## src/rtl/dma_irq_status_pkg.sv

```systemverilog
package dma_irq_status_pkg;
   localparam int STAT_W       = 32;
   localparam int MAX_CH       = 10;
   localparam int STALL_FLAG   = 13;
   localparam int FEMPTY_FLAG  = 14;
   localparam int BUSERR_FLAG  = 15;
   localparam int MASK_BASE    = 16;
   localparam int STALL_MASK   = 29;
   localparam int FEMPTY_MASK  = 30;
   localparam int SPECIAL_FLAGS = 3;
   localparam int SPECIAL_MASKS = 2;

   function automatic logic [STAT_W-1:0] live_bits(input int nch);
      logic [STAT_W-1:0] v;
      v = '0;
      for (int i = 0; i < nch; i++) begin
         v[i]             = 1'b1;
         v[MASK_BASE + i] = 1'b1;
      end
      v[STALL_FLAG]  = 1'b1;
      v[FEMPTY_FLAG] = 1'b1;
      v[BUSERR_FLAG] = 1'b1;
      v[STALL_MASK]  = 1'b1;
      v[FEMPTY_MASK] = 1'b1;
      return v;
   endfunction
endpackage

```

## src/rtl/dis_w1c_bank.sv

```systemverilog
module dis_w1c_bank #(
   parameter int W = 13
) (
   input  logic         clk,
   input  logic         rst_n,
   input  logic [W-1:0] set_i,
   input  logic [W-1:0] clr_i,
   output logic [W-1:0] q_o
);
   generate
      if (W < 1) begin : g_bad_w
         $error("dis_w1c_bank: W must be at least 1");
      end
   endgenerate

   for (genvar i = 0; i < W; i++) begin : g_bit
      always_ff @(posedge clk or negedge rst_n) begin
         if (!rst_n)          q_o[i] <= 1'b0;
         else if (set_i[i])   q_o[i] <= 1'b1;
         else if (clr_i[i])   q_o[i] <= 1'b0;
      end

      AST_SET_WINS: assert property (@(posedge clk) disable iff (!rst_n)
         set_i[i] |=> q_o[i]);

      AST_W1C_CLEARS: assert property (@(posedge clk) disable iff (!rst_n)
         (clr_i[i] && !set_i[i]) |=> !q_o[i]);

      AST_FLAG_HOLDS: assert property (@(posedge clk) disable iff (!rst_n)
         (!clr_i[i] && !set_i[i]) |=> $stable(q_o[i]));
   end
endmodule

```

## src/rtl/dis_toggle_bank.sv

```systemverilog
module dis_toggle_bank #(
   parameter int W = 12
) (
   input  logic         clk,
   input  logic         rst_n,
   input  logic [W-1:0] tgl_i,
   output logic [W-1:0] q_o
);
   generate
      if (W < 1) begin : g_bad_w
         $error("dis_toggle_bank: W must be at least 1");
      end
   endgenerate

   for (genvar i = 0; i < W; i++) begin : g_bit
      always_ff @(posedge clk or negedge rst_n) begin
         if (!rst_n)        q_o[i] <= 1'b0;
         else if (tgl_i[i]) q_o[i] <= ~q_o[i];
      end

      AST_MASK_FLIPS: assert property (@(posedge clk) disable iff (!rst_n)
         tgl_i[i] |=> (q_o[i] != $past(q_o[i])));

      AST_MASK_HOLDS: assert property (@(posedge clk) disable iff (!rst_n)
         !tgl_i[i] |=> $stable(q_o[i]));
   end
endmodule

```

## src/rtl/dis_irq_eval.sv

```systemverilog
module dis_irq_eval #(
   parameter int NUM_CH  = 10,
   parameter bit IRQ_REG = 1'b0
) (
   input  logic              clk,
   input  logic              rst_n,
   input  logic [NUM_CH-1:0] ch_flag_i,
   input  logic [NUM_CH-1:0] ch_mask_i,
   input  logic [NUM_CH-1:0] ch_en_i,
   output logic              irq_o,
   output logic              all_done_o
);
   logic [NUM_CH-1:0] pending;
   logic [NUM_CH-1:0] finished;
   logic              irq_raw;

   assign pending    = ch_flag_i & ch_mask_i;
   assign finished   = ch_flag_i | ~ch_en_i;
   assign irq_raw    = |pending;
   assign all_done_o = &finished;

   generate
      if (IRQ_REG) begin : g_irq_flop
         always_ff @(posedge clk or negedge rst_n) begin
            if (!rst_n) irq_o <= 1'b0;
            else        irq_o <= irq_raw;
         end
         AST_IRQ_MASKED_OFF: assert property (@(posedge clk) disable iff (!rst_n)
            (ch_mask_i == '0) |=> !irq_o);
      end else begin : g_irq_comb
         assign irq_o = irq_raw;
         AST_IRQ_MASKED_OFF: assert property (@(posedge clk) disable iff (!rst_n)
            (ch_mask_i == '0) |-> !irq_o);
      end
   endgenerate

   AST_DONE_NONE_ENABLED: assert property (@(posedge clk) disable iff (!rst_n)
      (ch_en_i == '0) |-> all_done_o);
endmodule

```

## src/rtl/dma_irq_status.sv

```systemverilog
module dma_irq_status
   import dma_irq_status_pkg::*;
#(
   parameter int              NUM_CH   = 10,
   parameter int              ADDR_W   = 8,
   parameter logic [ADDR_W-1:0] REG_ADDR = 8'h10,
   parameter bit              IRQ_REG  = 1'b0
) (
   input  logic              clk,
   input  logic              rst_n,
   input  logic [ADDR_W-1:0] reg_addr,
   input  logic [31:0]       reg_wdata,
   input  logic              reg_we,
   output logic [31:0]       reg_rdata,
   input  logic [NUM_CH-1:0] ch_done_i,
   input  logic              stall_evt_i,
   input  logic              fifo_empty_evt_i,
   input  logic              bus_err_evt_i,
   input  logic [31:0]       pcr_i,
   output logic              irq_o,
   output logic              all_done_o
);
   localparam int FLAG_W = NUM_CH + SPECIAL_FLAGS;
   localparam int MASK_W = NUM_CH + SPECIAL_MASKS;
   localparam logic [STAT_W-1:0] LIVE = live_bits(NUM_CH);

   generate
      if (NUM_CH < 1 || NUM_CH > MAX_CH) begin : g_bad_ch
         $error("dma_irq_status: NUM_CH must lie in 1..10");
      end
   endgenerate

   logic              wr_hit;
   logic [FLAG_W-1:0] flag_set, flag_clr, flag_q;
   logic [MASK_W-1:0] mask_tgl, mask_q;
   logic [STAT_W-1:0] status_word;
   logic              unused_inputs;

   assign wr_hit = reg_we && (reg_addr == REG_ADDR);

   assign flag_set = {bus_err_evt_i, fifo_empty_evt_i, stall_evt_i, ch_done_i};
   assign flag_clr = {FLAG_W{wr_hit}} &
                     {reg_wdata[BUSERR_FLAG], reg_wdata[FEMPTY_FLAG],
                      reg_wdata[STALL_FLAG], reg_wdata[NUM_CH-1:0]};
   assign mask_tgl = {MASK_W{wr_hit}} &
                     {reg_wdata[FEMPTY_MASK], reg_wdata[STALL_MASK],
                      reg_wdata[MASK_BASE +: NUM_CH]};

   assign unused_inputs = ^{reg_wdata[31], reg_wdata[28:MASK_BASE+NUM_CH],
                            reg_wdata[12:NUM_CH], pcr_i[31:NUM_CH]};

   dis_w1c_bank #(.W(FLAG_W)) u_flags (
      .clk   (clk),
      .rst_n (rst_n),
      .set_i (flag_set),
      .clr_i (flag_clr),
      .q_o   (flag_q)
   );

   dis_toggle_bank #(.W(MASK_W)) u_masks (
      .clk   (clk),
      .rst_n (rst_n),
      .tgl_i (mask_tgl),
      .q_o   (mask_q)
   );

   dis_irq_eval #(.NUM_CH(NUM_CH), .IRQ_REG(IRQ_REG)) u_eval (
      .clk        (clk),
      .rst_n      (rst_n),
      .ch_flag_i  (flag_q[NUM_CH-1:0]),
      .ch_mask_i  (mask_q[NUM_CH-1:0]),
      .ch_en_i    (pcr_i[NUM_CH-1:0]),
      .irq_o      (irq_o),
      .all_done_o (all_done_o)
   );

   always_comb begin
      status_word = '0;
      status_word[NUM_CH-1:0]           = flag_q[NUM_CH-1:0];
      status_word[STALL_FLAG]           = flag_q[NUM_CH];
      status_word[FEMPTY_FLAG]          = flag_q[NUM_CH+1];
      status_word[BUSERR_FLAG]          = flag_q[NUM_CH+2];
      status_word[MASK_BASE +: NUM_CH]  = mask_q[NUM_CH-1:0];
      status_word[STALL_MASK]           = mask_q[NUM_CH];
      status_word[FEMPTY_MASK]          = mask_q[NUM_CH+1];
   end

   assign reg_rdata = (reg_addr == REG_ADDR) ? status_word : '0;

   AST_RSVD_ZERO: assert property (@(posedge clk) disable iff (!rst_n)
      (reg_rdata & ~LIVE) == '0);

   AST_FOREIGN_READ_ZERO: assert property (@(posedge clk) disable iff (!rst_n)
      (reg_addr != REG_ADDR) |-> (reg_rdata == '0));

   AST_SPECIAL_NO_IRQ: assert property (@(posedge clk) disable iff (!rst_n)
      ((status_word[NUM_CH-1:0] == '0) && !IRQ_REG) |-> !irq_o);
endmodule

```

## config.mk

```make
export PLATFORM = sky130hd
export DESIGN_NAME = dma_irq_status
export DESIGN_NICKNAME = d
export VERILOG_FILES = /design/src/rtl/dma_irq_status_pkg.sv /design/src/rtl/dis_w1c_bank.sv /design/src/rtl/dis_toggle_bank.sv /design/src/rtl/dis_irq_eval.sv /design/src/rtl/dma_irq_status.sv
export SDC_FILE = /design/constraint.sdc
export NUM_CORES = 1
export LEC_CHECK = 0
export BUFFER_PORTS_ARGS = -buffer_cell sky130_fd_sc_hd__buf_4
export CORE_MARGIN = 3
export CORE_UTILIZATION = 38
export CTS_CLUSTER_SIZE = 16
export DETAILED_ROUTE_END_ITERATION = 6
export PLACE_DENSITY = 0.8
export SLEW_MARGIN = 25
export SYNTH_ARGS = -nofsm -noshare
export SYNTH_HDL_FRONTEND = slang
export SYNTH_SLANG_ARGS = --single-unit
export TNS_END_PERCENT = 10
```

## constraint.sdc

```tcl
create_clock -name clk -period 1.33 [get_ports clk]
set_input_delay 0.133 -clock clk [delete_from_list [all_inputs] [get_ports clk]]
set_output_delay 0.133 -clock clk [all_outputs]
set_load 0.01 [all_outputs]
```

-- Yosys cells after proc, flatten, opt, wreduce, memory -nomap -nowiden
Index checks and enable logic that the tools add are counted.
- input port bits: 88
- latch bits: 0
- register bits after elaboration: 25
- memory bits (writable): 0
- ROM bits: 0
- output and inout port bits: 34
- memories kept: 0
- word-level logic and storage cells: 86
- divide/modulo/power cells: 0
- eq/ne operators: 1
- bitwise operators: 17
- shift-type cells: 0
- reductions and logical operators: 16
- $lt $le $gt $ge: 0
- multipliers: 0
- add/subtract/negate cells: 0
- multiplexer cells: 27
- operators by type and width (kind ; number):
    $mux W31 ; 1
    $mux W1 ; 26
    $reduce_bool A2 Y1 ; 13
    $and A13 B13 Y13 ; 1
    $and A12 B12 Y12 ; 1
    $not A1 Y1 ; 12
    $and A10 B10 Y10 ; 1
    $not A10 Y10 ; 1
    $or A10 B10 Y10 ; 1
    $reduce_and A10 Y1 ; 1
    $reduce_or A10 Y1 ; 1
    $eq A8 B5 Y1 const B ; 1
    $logic_and A1 B1 Y1 ; 1

-- Longest topological paths before layout
Gate-level depths: netlist of run 1.
- word-level depth: 5
- mapped depth: 4
- gate-level depth less buffers: 3

-- By module
Synthesis of run 1 repeated with hierarchy kept, for this count alone.
- cell total of the unflattened synthesis: 209
- area total of the unflattened synthesis: 1928.1 um2
- by module, submodules not included (module ; instances ; area each (um2) ; cells each ; sequential area each (um2)):
    dma_irq_status ; 1 ; 919.6 ; 125 ; 0.0
    dis_w1c_bank ; 1 ; 471.7 ; 39 ; 325.3
    dis_toggle_bank ; 1 ; 405.4 ; 24 ; 300.3
    dis_irq_eval ; 1 ; 131.4 ; 21 ; 0.0

-- Least setup slack after synthesis of run 1
No wires, ideal clock.
- path type: reg2out
- start point: register u_flags.q_o[6]
- end point: output irq_o
- stages on the path, launching flop included: 4
- arrival time: 970 ps
- setup slack: 227 ps
- data required time: 1197 ps
- buffers on the path: 0
- path through: dfrtp_1 a22o_1 a221oi_1 nand4_1
- longest elaborated chain between the ends: 2
- ends and longest elaborated chain (what ; RTL line ; RTL):
    start, declared ; dis_w1c_bank.sv:8 ; output logic [W-1:0] q_o
    start signal, assigned by index ; dis_w1c_bank.sv:18 ; if (!rst_n) q_o[i] <= 1'b0;
    start signal, assigned by index ; dis_w1c_bank.sv:19 ; else if (set_i[i]) q_o[i] <= 1'b1;
    start signal, assigned by index ; dis_w1c_bank.sv:20 ; else if (clr_i[i]) q_o[i] <= 1'b0;
    $and A10 B10 Y10 ; dis_irq_eval.sv:17 ; assign pending = ch_flag_i & ch_mask_i;
    $reduce_or A10 Y1 ; dis_irq_eval.sv:19 ; assign irq_raw = |pending;
    end, declared ; dma_irq_status.sv:20 ; output logic irq_o,
Every way passes these cells.

-- Worst setup path in the final report of run 1
- start point: register u_masks.q_o[6]
- end point: output irq_o
- longest elaborated chain between the ends: 2
- ends and longest elaborated chain (what ; RTL line ; RTL):
    start, declared ; dis_toggle_bank.sv:7 ; output logic [W-1:0] q_o
    start signal, assigned by index ; dis_toggle_bank.sv:18 ; else if (tgl_i[i]) q_o[i] <= ~q_o[i];
    $and A10 B10 Y10 ; dis_irq_eval.sv:17 ;
    $reduce_or A10 Y1 ; dis_irq_eval.sv:19 ;
Every way passes these cells.

==> results.sh, run 1 <==
export IMPL_drive_gt1_share_pct=43.4
export IMPL_synth_top_family_by_area="simple AND/OR/NAND/NOR gates"
export IMPL_avgRoutedWirePerCell_um=14.8
export IMPL_ios=122
export IMPL_yosysSeqAreaShare_pct=43.8
export IMPL_die_w_um=67.3
export IMPL_overflow=0
export IMPL_yosysWarnings=0
export IMPL_dp_cells=267
export IMPL_path_delay_family="compound AO/OA/AOI/OAI gates"
export IMPL_p_leak_nw=1.07
export IMPL_firstDrtPassIters=4
export IMPL_clockBufferDepth=2
export IMPL_synth_xor_area_share_pct=7.36
export IMPL_syn_to_final_growth_pct=51.6
export IMPL_crit_path_max_fanout=2
export IMPL_antenna_cells=0
export IMPL_synth_simple_area_share_pct=27.2
export IMPL_syn_area_sq_mm=0.00143
export IMPL_ant_nets=0
export IMPL_cts_sink_count=25
export IMPL_synth_compound_area_share_pct=11.6
export IMPL_peakVddDrop_uv=491
export IMPL_max_stage_delay_ps=390
export IMPL_hp_start="ch_done_i[8]"
export IMPL_cpMaxStageDelayCell="dfrtp_1"
export IMPL_insertion_delay_ps=260
export IMPL_die_area_sq_mm=0.00453
export IMPL_maxSlewViolCount=0
export IMPL_finalNonFillerCells=272
export IMPL_crit_type="register to output pin"
export IMPL_post_cts_buffers=0
export IMPL_yosysUniqueCellTypes=20
export IMPL_fmaxAchievable_ghz=0.670
export IMPL_synth_area_leaders="dfrtp_1, nand4_1, and3_1"
export IMPL_worstSetupStartpoint="u_masks.q_o[6]"
export IMPL_yosys_area_top_type="dfrtp_1"
export IMPL_cts_root_buffer="clkbuf_8"
export IMPL_clk_pin_slew_ps=80
export IMPL_worstPathCellList="a22o_1 > a221oi_2 > nand4_1 > buf_4"
export IMPL_required_ps=1200
export IMPL_synthCells=144
export IMPL_syn_avg_cell_area_sq_um=9.92
export IMPL_setup_viol=2
export IMPL_rsz0062_at_grt="yes"
export IMPL_hpwl_um=3020
export IMPL_holdWs_ps=39.3
export IMPL_end_kind="output pin"
export IMPL_cts_buffers=3
export IMPL_setup_ws_ps=-162
export IMPL_yosys_area_top_type_share_pct=43.8
export IMPL_dr_total_vias=1421
export IMPL_arrival_ps=1360
export IMPL_antenna_found_initial=0
export IMPL_track_usage_pct=17.9
export IMPL_cts_tree="built"
export IMPL_grt_pass1_vias=1327
export IMPL_path_buf_inv=1
export IMPL_fin_nets=315
export IMPL_core_area_sq_mm=0.00347
export IMPL_first_iter_violations=53
export IMPL_synthAdderAreaFrac_pct=0
export IMPL_synth_seq_cells=25
export IMPL_grt_max_degree=51
export IMPL_fillers=329
export IMPL_drv_cap=0
export IMPL_drc_errors=0
export IMPL_chipHeight_um=67.3
export IMPL_hold_class="primary input to register"
export IMPL_synth_mux_area_share_pct=0
export IMPL_finalCritPeriodShare_pct=112
export IMPL_htreeDepth=1
export IMPL_cellPowerDensity_mw_per_mm2=698
export IMPL_timing_hold_violations_final=0
export IMPL_initial_core_util_pct=41.2
export IMPL_start_kind="register"
export IMPL_violations="setup timing"
export IMPL_grt_pass1_wl_um=6200
export IMPL_fin_crit_ps=1490
export IMPL_gp_congestion=0.729
export IMPL_crit_reg2reg_launch="u_flags.q_o[2]"
export IMPL_portBuffers=85
export IMPL_clock_skew_ps=0
export IMPL_rows=21
export IMPL_avgViaCountPerCell=5.22
export IMPL_wl_um=4040
export IMPL_status="finished, violations left"
-- cell families after synthesis --
logic type | after synthesis
buffers and inverters | 27
AO/OA/AOI/OAI | 22
AND/OR/NAND/NOR | 57
other | 1
flip-flops | 25
XOR/XNOR | 12
-- power by group --
group	internal [mW]	total [mW]	switching [mW]
Clock	0.209	0.436	0.227
Sequential	0.778	0.795	0.0167
Combinational	0.166	0.282	0.116
Total	1.15	1.51	0.359
-- registers in the layout, indices dropped and copies added, names as in the netlist --
signal / flops
u_masks.q_o: 12
u_flags.q_o: 13
-- placed cells by master, fill, tap and decap left out, drive strengths merged, types with 2 or more instances in the layout --
cell / netlist / layout
conb: 1 / 7
a21o: 13 / 13
nand4: 26 / 26
clkbuf: 6 / 3
inv: 7 / 7
xnor2: 12 / 12
nand2b: 3 / 3
buf: 14 / 91
a22oi: 3 / 3
dfrtp: 25 / 25
and3: 25 / 25
nor4: 2 / 2
o22ai: 3 / 3
-- per-stage QoR --
step           instance area (sq um)  setup slack (ps)  utilization [%]  total power, mW  TNS, ps
6_report                        2170              -162             62.4             1.51     -245
5_1_grt                         2170              -268             62.4             1.59     -583
4_1_cts                         2170              -173             62.4             1.54     -289
3_5_place_dp                    2100              33.3             60.6             1.09        0
3_3_place_gp                    2100              32.3             60.6             1.08        0
2_1_floorplan                   1450               227                -            0.909        0
-- metal layers --
layer	GRT usage, %	vias to the layer above	wire (um)
met1	23.3	669	1610
met3	3.83	2	383
li1	-	686	-
met4	3.80	0	17
met2	30.4	64	2020
met5	0	-	0
-- Yosys cell counts --
cell       count
a21o_1        13
a221oi_1       1
a22o_1         1
a22oi_1        3
and3_1        25
buf_1          1
buf_2          4
buf_4          9
clkbuf_1       6
conb_1         1
dfrtp_1       25
inv_1          7
nand2b_1       3
nand4_1       26
nor4_1         1
nor4_4         1
nor4b_4        1
o2111ai_1      1
o22ai_1        3
xnor2_1       12
-- final timing paths --
path	to	slack (ps)	cells after the start
worst min-delay path	u_flags.q_o[8]	40	2
worst max-delay path	irq_o	-160	4
worst min register to register	u_masks.q_o[10]	470	1
min in group asynchronous	u_masks.q_o[10]	300	2
max in group asynchronous	u_masks.q_o[3]	780	2
worst max register to register	u_flags.q_o[2]	510	2
-- final cells by class --
class / instances / area, sq um / share of cell area, %
Clock inverter: 1 / 5.00 / 0.231
Timing Repair Buffer: 92 / 718 / 33.2
Tap cell: 46 / 57.6 / 2.66
Inverter: 7 / 26.3 / 1.21
Clock buffer: 3 / 41.3 / 1.91
Multi-Input combinational cell: 98 / 692 / 31.9
Sequential cell: 25 / 626 / 28.9
-- repair_timing --
action,in CTS,in global routing
pin swaps,2,0
hold buffers,1,0
endpoints found under the setup margin,2,12
gates cloned,0,0
gates resized for setup,1,0
hold endpoints to repair,25,0
(Power assumes the default switching activity.)
==> run 2, diff against run 1 <==
Settings changed: SKIP_CTS_REPAIR_TIMING from default to 1.
==> run 2 against run 1 <==
  * The flow still finishes with violations (setup timing)
  * Fmax decreased by 0.74%
  * Global-route usage about the same
  * Die area unchanged
  * Cell area increased by 0.23%
  * Via count increased by 0.49%
  * Cell count unchanged
  * Clock-buffer cell count unchanged
  * Critical endpoint unchanged
  * Largest cell class unchanged
==> results.sh, run 2 (synthesis gave the netlist of run 1 again) <==
export IMPL_rows=21
export IMPL_timing_hold_violations_final=0
export IMPL_track_usage_pct=17.8
export IMPL_first_iter_violations=58
export IMPL_mostFrequentLayoutCell="buf_4"
export IMPL_crit_path_max_fanout=2
export IMPL_fmaxAchievable_ghz=0.665
export IMPL_cts_tree="built"
export IMPL_ant_nets=0
export IMPL_max_stage_delay_ps=390
export IMPL_finalNonFillerCells=272
export IMPL_clockBufferDepth=2
export IMPL_status="finished, violations left"
export IMPL_drc_errors=0
export IMPL_cellPowerDensity_mw_per_mm2=698
export IMPL_setup_ws_ps=-173
export IMPL_setup_viol=2
export IMPL_dr_total_vias=1428
export IMPL_clock_skew_ps=0
export IMPL_fin_crit_ps=1500
export IMPL_insertion_delay_ps=260
export IMPL_worstPathCellList="a22o_1 > a221oi_2 > nand4_1 > buf_4"
export IMPL_arrival_ps=1370
export IMPL_placed_cell_area_sq_mm=0.00210
export IMPL_overflow=0
export IMPL_path_buf_inv=1
export IMPL_stdcell_area_sq_mm=0.00217
export IMPL_core_area_sq_mm=0.00347
export IMPL_largest_reg_flops=13
export IMPL_portBuffers=85
export IMPL_drv_cap=0
export IMPL_fin_nets=315
export IMPL_layout_common_cells="buf_4, nand4_1, dfrtp_1"
export IMPL_violations="setup timing"
export IMPL_top_register="u_flags.q_o"
export IMPL_syn_to_final_growth_pct=51.9
export IMPL_peakVddDrop_uv=493
export IMPL_p_total_mw=1.52
export IMPL_die_area_sq_mm=0.00453
export IMPL_ios=122
export IMPL_end_kind="output pin"
export IMPL_r2r_cells=2
export IMPL_avgRoutedWirePerCell_um=15.0
export IMPL_die_w_um=67.3
export IMPL_clk_pin_slew_ps=90
export IMPL_cts_sink_count=25
export IMPL_required_ps=1200
export IMPL_crit_type="register to output pin"
export IMPL_holdPathStages=2
export IMPL_antenna_found_initial=0
export IMPL_cts_buffers=3
export IMPL_rsz0062_at_grt="yes"
export IMPL_final_core_util_pct=62.6
export IMPL_grt_pass1_wl_um=6180
export IMPL_grt_max_degree=51
export IMPL_initial_core_util_pct=41.2
export IMPL_cp_num_cells=4
export IMPL_wl_um=4070
export IMPL_antenna_cells=0
export IMPL_avgViaCountPerCell=5.25
export IMPL_htreeDepth=1
export IMPL_p_leak_nw=1.07
export IMPL_chipHeight_um=67.3
export IMPL_cts_root_buffer="clkbuf_8"
export IMPL_path_delay_family="compound AO/OA/AOI/OAI gates"
export IMPL_hpwl_um=3020
export IMPL_finalCritPeriodShare_pct=113
export IMPL_hold_class="primary input to register"
export IMPL_gp_congestion=0.729
export IMPL_maxSlewViolCount=0
export IMPL_cpMaxStageDelayCell="dfrtp_1"
export IMPL_firstDrtPassIters=4
export IMPL_start_kind="register"
export IMPL_reg_top3="u_flags.q_o (13), u_masks.q_o (12)"
export IMPL_drive_gt1_share_pct=43.8
export IMPL_grt_pass1_vias=1321
export IMPL_dp_cells=267
==> run 2: cell types whose count changed in the layout (fill, tap and decap cells not counted) <==
cell | previous run | this run
and3_4 | 0 | 1
and3_1 | 25 | 24
==> run 2: final cells by class <==
type	count	area [sq um]
fillers	330	1300
repair buffers	92	718
multi-input cells	98	697
flip-flops and latches	25	626
well taps	46	57.6
clock buffers	3	41.3
inverters	7	26.3
clock inverters	1	5.00
==> run 2: final timing paths <==
kind                                         to       startpoint  slack [ps]
worst min-delay path             u_flags.q_o[8]     ch_done_i[8]          40
worst max-delay path                      irq_o   u_flags.q_o[6]        -170
max in group asynchronous        u_masks.q_o[3]            rst_n         780
worst min register to register  u_masks.q_o[10]  u_masks.q_o[10]         470
worst max register to register   u_flags.q_o[2]   u_flags.q_o[2]         510
min in group asynchronous       u_masks.q_o[10]            rst_n         300
==> run 2: per-layer routing <==
layer | wire (um) | vias to the layer above | GRT usage (%) | share of wire, %
met4 | 17 | 0 | 3.80 | 0.42
met5 | 0 | - | 0 | 0
met1 | 1640 | 674 | 23.3 | 40
li1 | - | 688 | - | -
met3 | 380 | 2 | 3.83 | 9.3
met2 | 2040 | 64 | 30.3 | 50
==> run 2: where the power goes <==
group          leakage [nW]  internal (mW)  switching, mW  total, mW
Sequential            0.279          0.778         0.0169      0.795
Clock                0.0255          0.209          0.229      0.438
Combinational         0.766          0.166          0.116      0.282
==> run 2: metrics by stage <==
stage                     setup slack (ps)  TNS [ps]  hold WS [ps]
after detailed placement              33.3         0          56.6
after floorplan                        227         0          -163
after global placement                32.3         0          54.2
after CTS                             -274      -391          -234
after global routing                  -267      -589          33.2
final                                 -173      -261          38.3
==> run 3, diff against run 2 <==
Settings changed: SETUP_SLACK_MARGIN from default to 0.5.
==> run 3 against run 2 <==
  * The flow still finishes with violations (setup timing)
  * Wire length rose by 12%
  * Core utilization rose by 3.4 points
  * Worst hold slack gained 2.4 ps
  * Critical path type unchanged
==> results.sh, run 3 (synthesis gave the netlist of run 1 again) <==
export IMPL_status="finished, violations left"
export IMPL_violations="setup timing"
export IMPL_p_leak_nw=1.09
export IMPL_comb_power_share_pct=19.2
export IMPL_hpwl_um=3000
export IMPL_die_area_sq_mm=0.00453
export IMPL_drv_cap=0
export IMPL_fin_nets=319
export IMPL_drive_gt1_share_pct=47.4
export IMPL_initial_core_util_pct=41.2
export IMPL_track_usage_pct=17.7
export IMPL_chipHeight_um=67.3
export IMPL_cts_buffers=3
export IMPL_drc_errors=0
export IMPL_fmaxAchievable_ghz=0.661
export IMPL_rsz0062_at_grt="yes"
export IMPL_dr_wl_met3_um=301
export IMPL_core_area_sq_mm=0.00347
export IMPL_antenna_cells=0
export IMPL_top_register="u_flags.q_o"
export IMPL_firstDrtPassIters=4
export IMPL_stdcell_area_sq_mm=0.00229
export IMPL_dp_cells=264
export IMPL_finalCritPeriodShare_pct=114
export IMPL_crit_path_max_fanout=4
export IMPL_die_w_um=67.3
export IMPL_layout_common_cells="buf_4, nand4_1, dfrtp_1"
export IMPL_maxSlewViolCount=0
export IMPL_cellPowerDensity_mw_per_mm2=673
export IMPL_gp_congestion=0.699
export IMPL_sequentialPowerShare_pct=51.7
export IMPL_avgRoutedWirePerCell_um=16.6
export IMPL_multi_input_area_sq_um=727
export IMPL_syn_to_final_growth_pct=60.2
export IMPL_fillers=301
export IMPL_placed_cell_area_sq_mm=0.00207
export IMPL_htreeDepth=1
export IMPL_cts_tree="built"
export IMPL_drt_met1_wl_um=1900
export IMPL_largest_reg_flops=13
export IMPL_p_int_mw=1.17
export IMPL_mostFrequentLayoutCell="buf_4"
export IMPL_grt_max_degree=51
export IMPL_clkPwrFrac_pct=29.1
export IMPL_ios=122
export IMPL_cts_root_buffer="clkbuf_8"
export IMPL_end_kind="output pin"
export IMPL_setup_ws_ps=-184
export IMPL_p_total_mw=1.54
export IMPL_hold_class="primary input to register"
export IMPL_arrival_ps=1380
export IMPL_crit_type="register to output pin"
export IMPL_netSwitchingFraction_pct=24.2
export IMPL_top_layer_used="met4"
export IMPL_register_area_sq_um=627
export IMPL_avgViaCountPerCell=5.13
export IMPL_required_ps=1200
export IMPL_power_switching_mw=0.372
export IMPL_cts_sink_count=25
export IMPL_start_kind="register"
export IMPL_clockBufferDepth=2
export IMPL_first_iter_violations=58
export IMPL_overflow=0
export IMPL_met2RoutedLength_um=2350
export IMPL_ant_nets=0
export IMPL_fin_crit_ps=1510
export IMPL_wl_um=4570
export IMPL_finalNonFillerCells=276
export IMPL_grt_pass1_wl_um=6150
export IMPL_rows=21
export IMPL_clock_skew_ps=0
export IMPL_insertion_delay_ps=260
export IMPL_antenna_found_initial=0
export IMPL_peakVddDrop_uv=422
export IMPL_setup_viol=11
export IMPL_grt_pass1_vias=1311
export IMPL_portBuffers=85
export IMPL_dr_total_vias=1416
export IMPL_clk_pin_slew_ps=90
export IMPL_reg_top3="u_flags.q_o (13), u_masks.q_o (12)"
export IMPL_timing_hold_violations_final=0
run 3: cell types whose count changed in the layout (fill, tap and decap cells not counted), moves of 6 or more:
| cell | change |
|---|---|
| buf_4 | -10 |
| and3_4 | +6 |
| buf_6 | +14 |
| and3_1 | -6 |
run 3: final timing paths:
| check | from | end | slack (ps) | cells after the start |
|---|---|---|---|---|
| setup / recovery | u_flags.q_o[6] | irq_o | -180 | 4 |
| setup reg to reg | u_flags.q_o[6] | u_flags.q_o[6] | 500 | 2 |
| max in group asynchronous | rst_n | u_flags.q_o[2] | 750 | 2 |
| hold reg to reg | u_masks.q_o[10] | u_masks.q_o[10] | 480 | 1 |
| hold / removal | ch_done_i[1] | u_flags.q_o[1] | 40 | 2 |
| min in group asynchronous | rst_n | u_masks.q_o[10] | 320 | 2 |
run 3: worst max-delay path, cell delays in order, from the launching register on:
cell	delay [ps]
dfrtp_1	440
a22o_1	230
a221oi_2	180
nand4_1	110
buf_4	160
run 3: metrics by stage:
stage / setup TNS, ps / setup WS, ps / hold WS, ps / utilization (%)
floorplan: 0 / 275 / -163 / -
global placement: 0 / 33.1 / 55.8 / 59.8
detailed placement: 0 / 27.3 / 55.4 / 59.8
CTS: -312 / -188 / -228 / 61.1
global route: -966 / -285 / 32.7 / 66.0
finish: -519 / -184 / 40.7 / 66.0
run 3: final cells by class:
type	count	share of cell area, %
well taps	46	2.52
inverters	7	1.15
repair buffers	96	35.2
clock buffers	4	1.97
flip-flops and latches	25	27.4
multi-input cells	98	31.8
run 3: power groups by stage:
stage                     sequential [mW]  clock (mW)  combinational, mW
after floorplan                     0.806           0              0.106
after global placement              0.811           0              0.270
after detailed placement            0.812           0              0.273
after CTS                           0.796       0.457              0.273
after global routing                0.800       0.490              0.321
final                               0.797       0.447              0.296
run 3: metal layers:
layer | vias up | GRT usage, %
li1 | 690 | -
met1 | 665 | 23.1
met2 | 59 | 30.8
met3 | 2 | 3.16
met4 | 0 | 3.04
met5 | - | 0
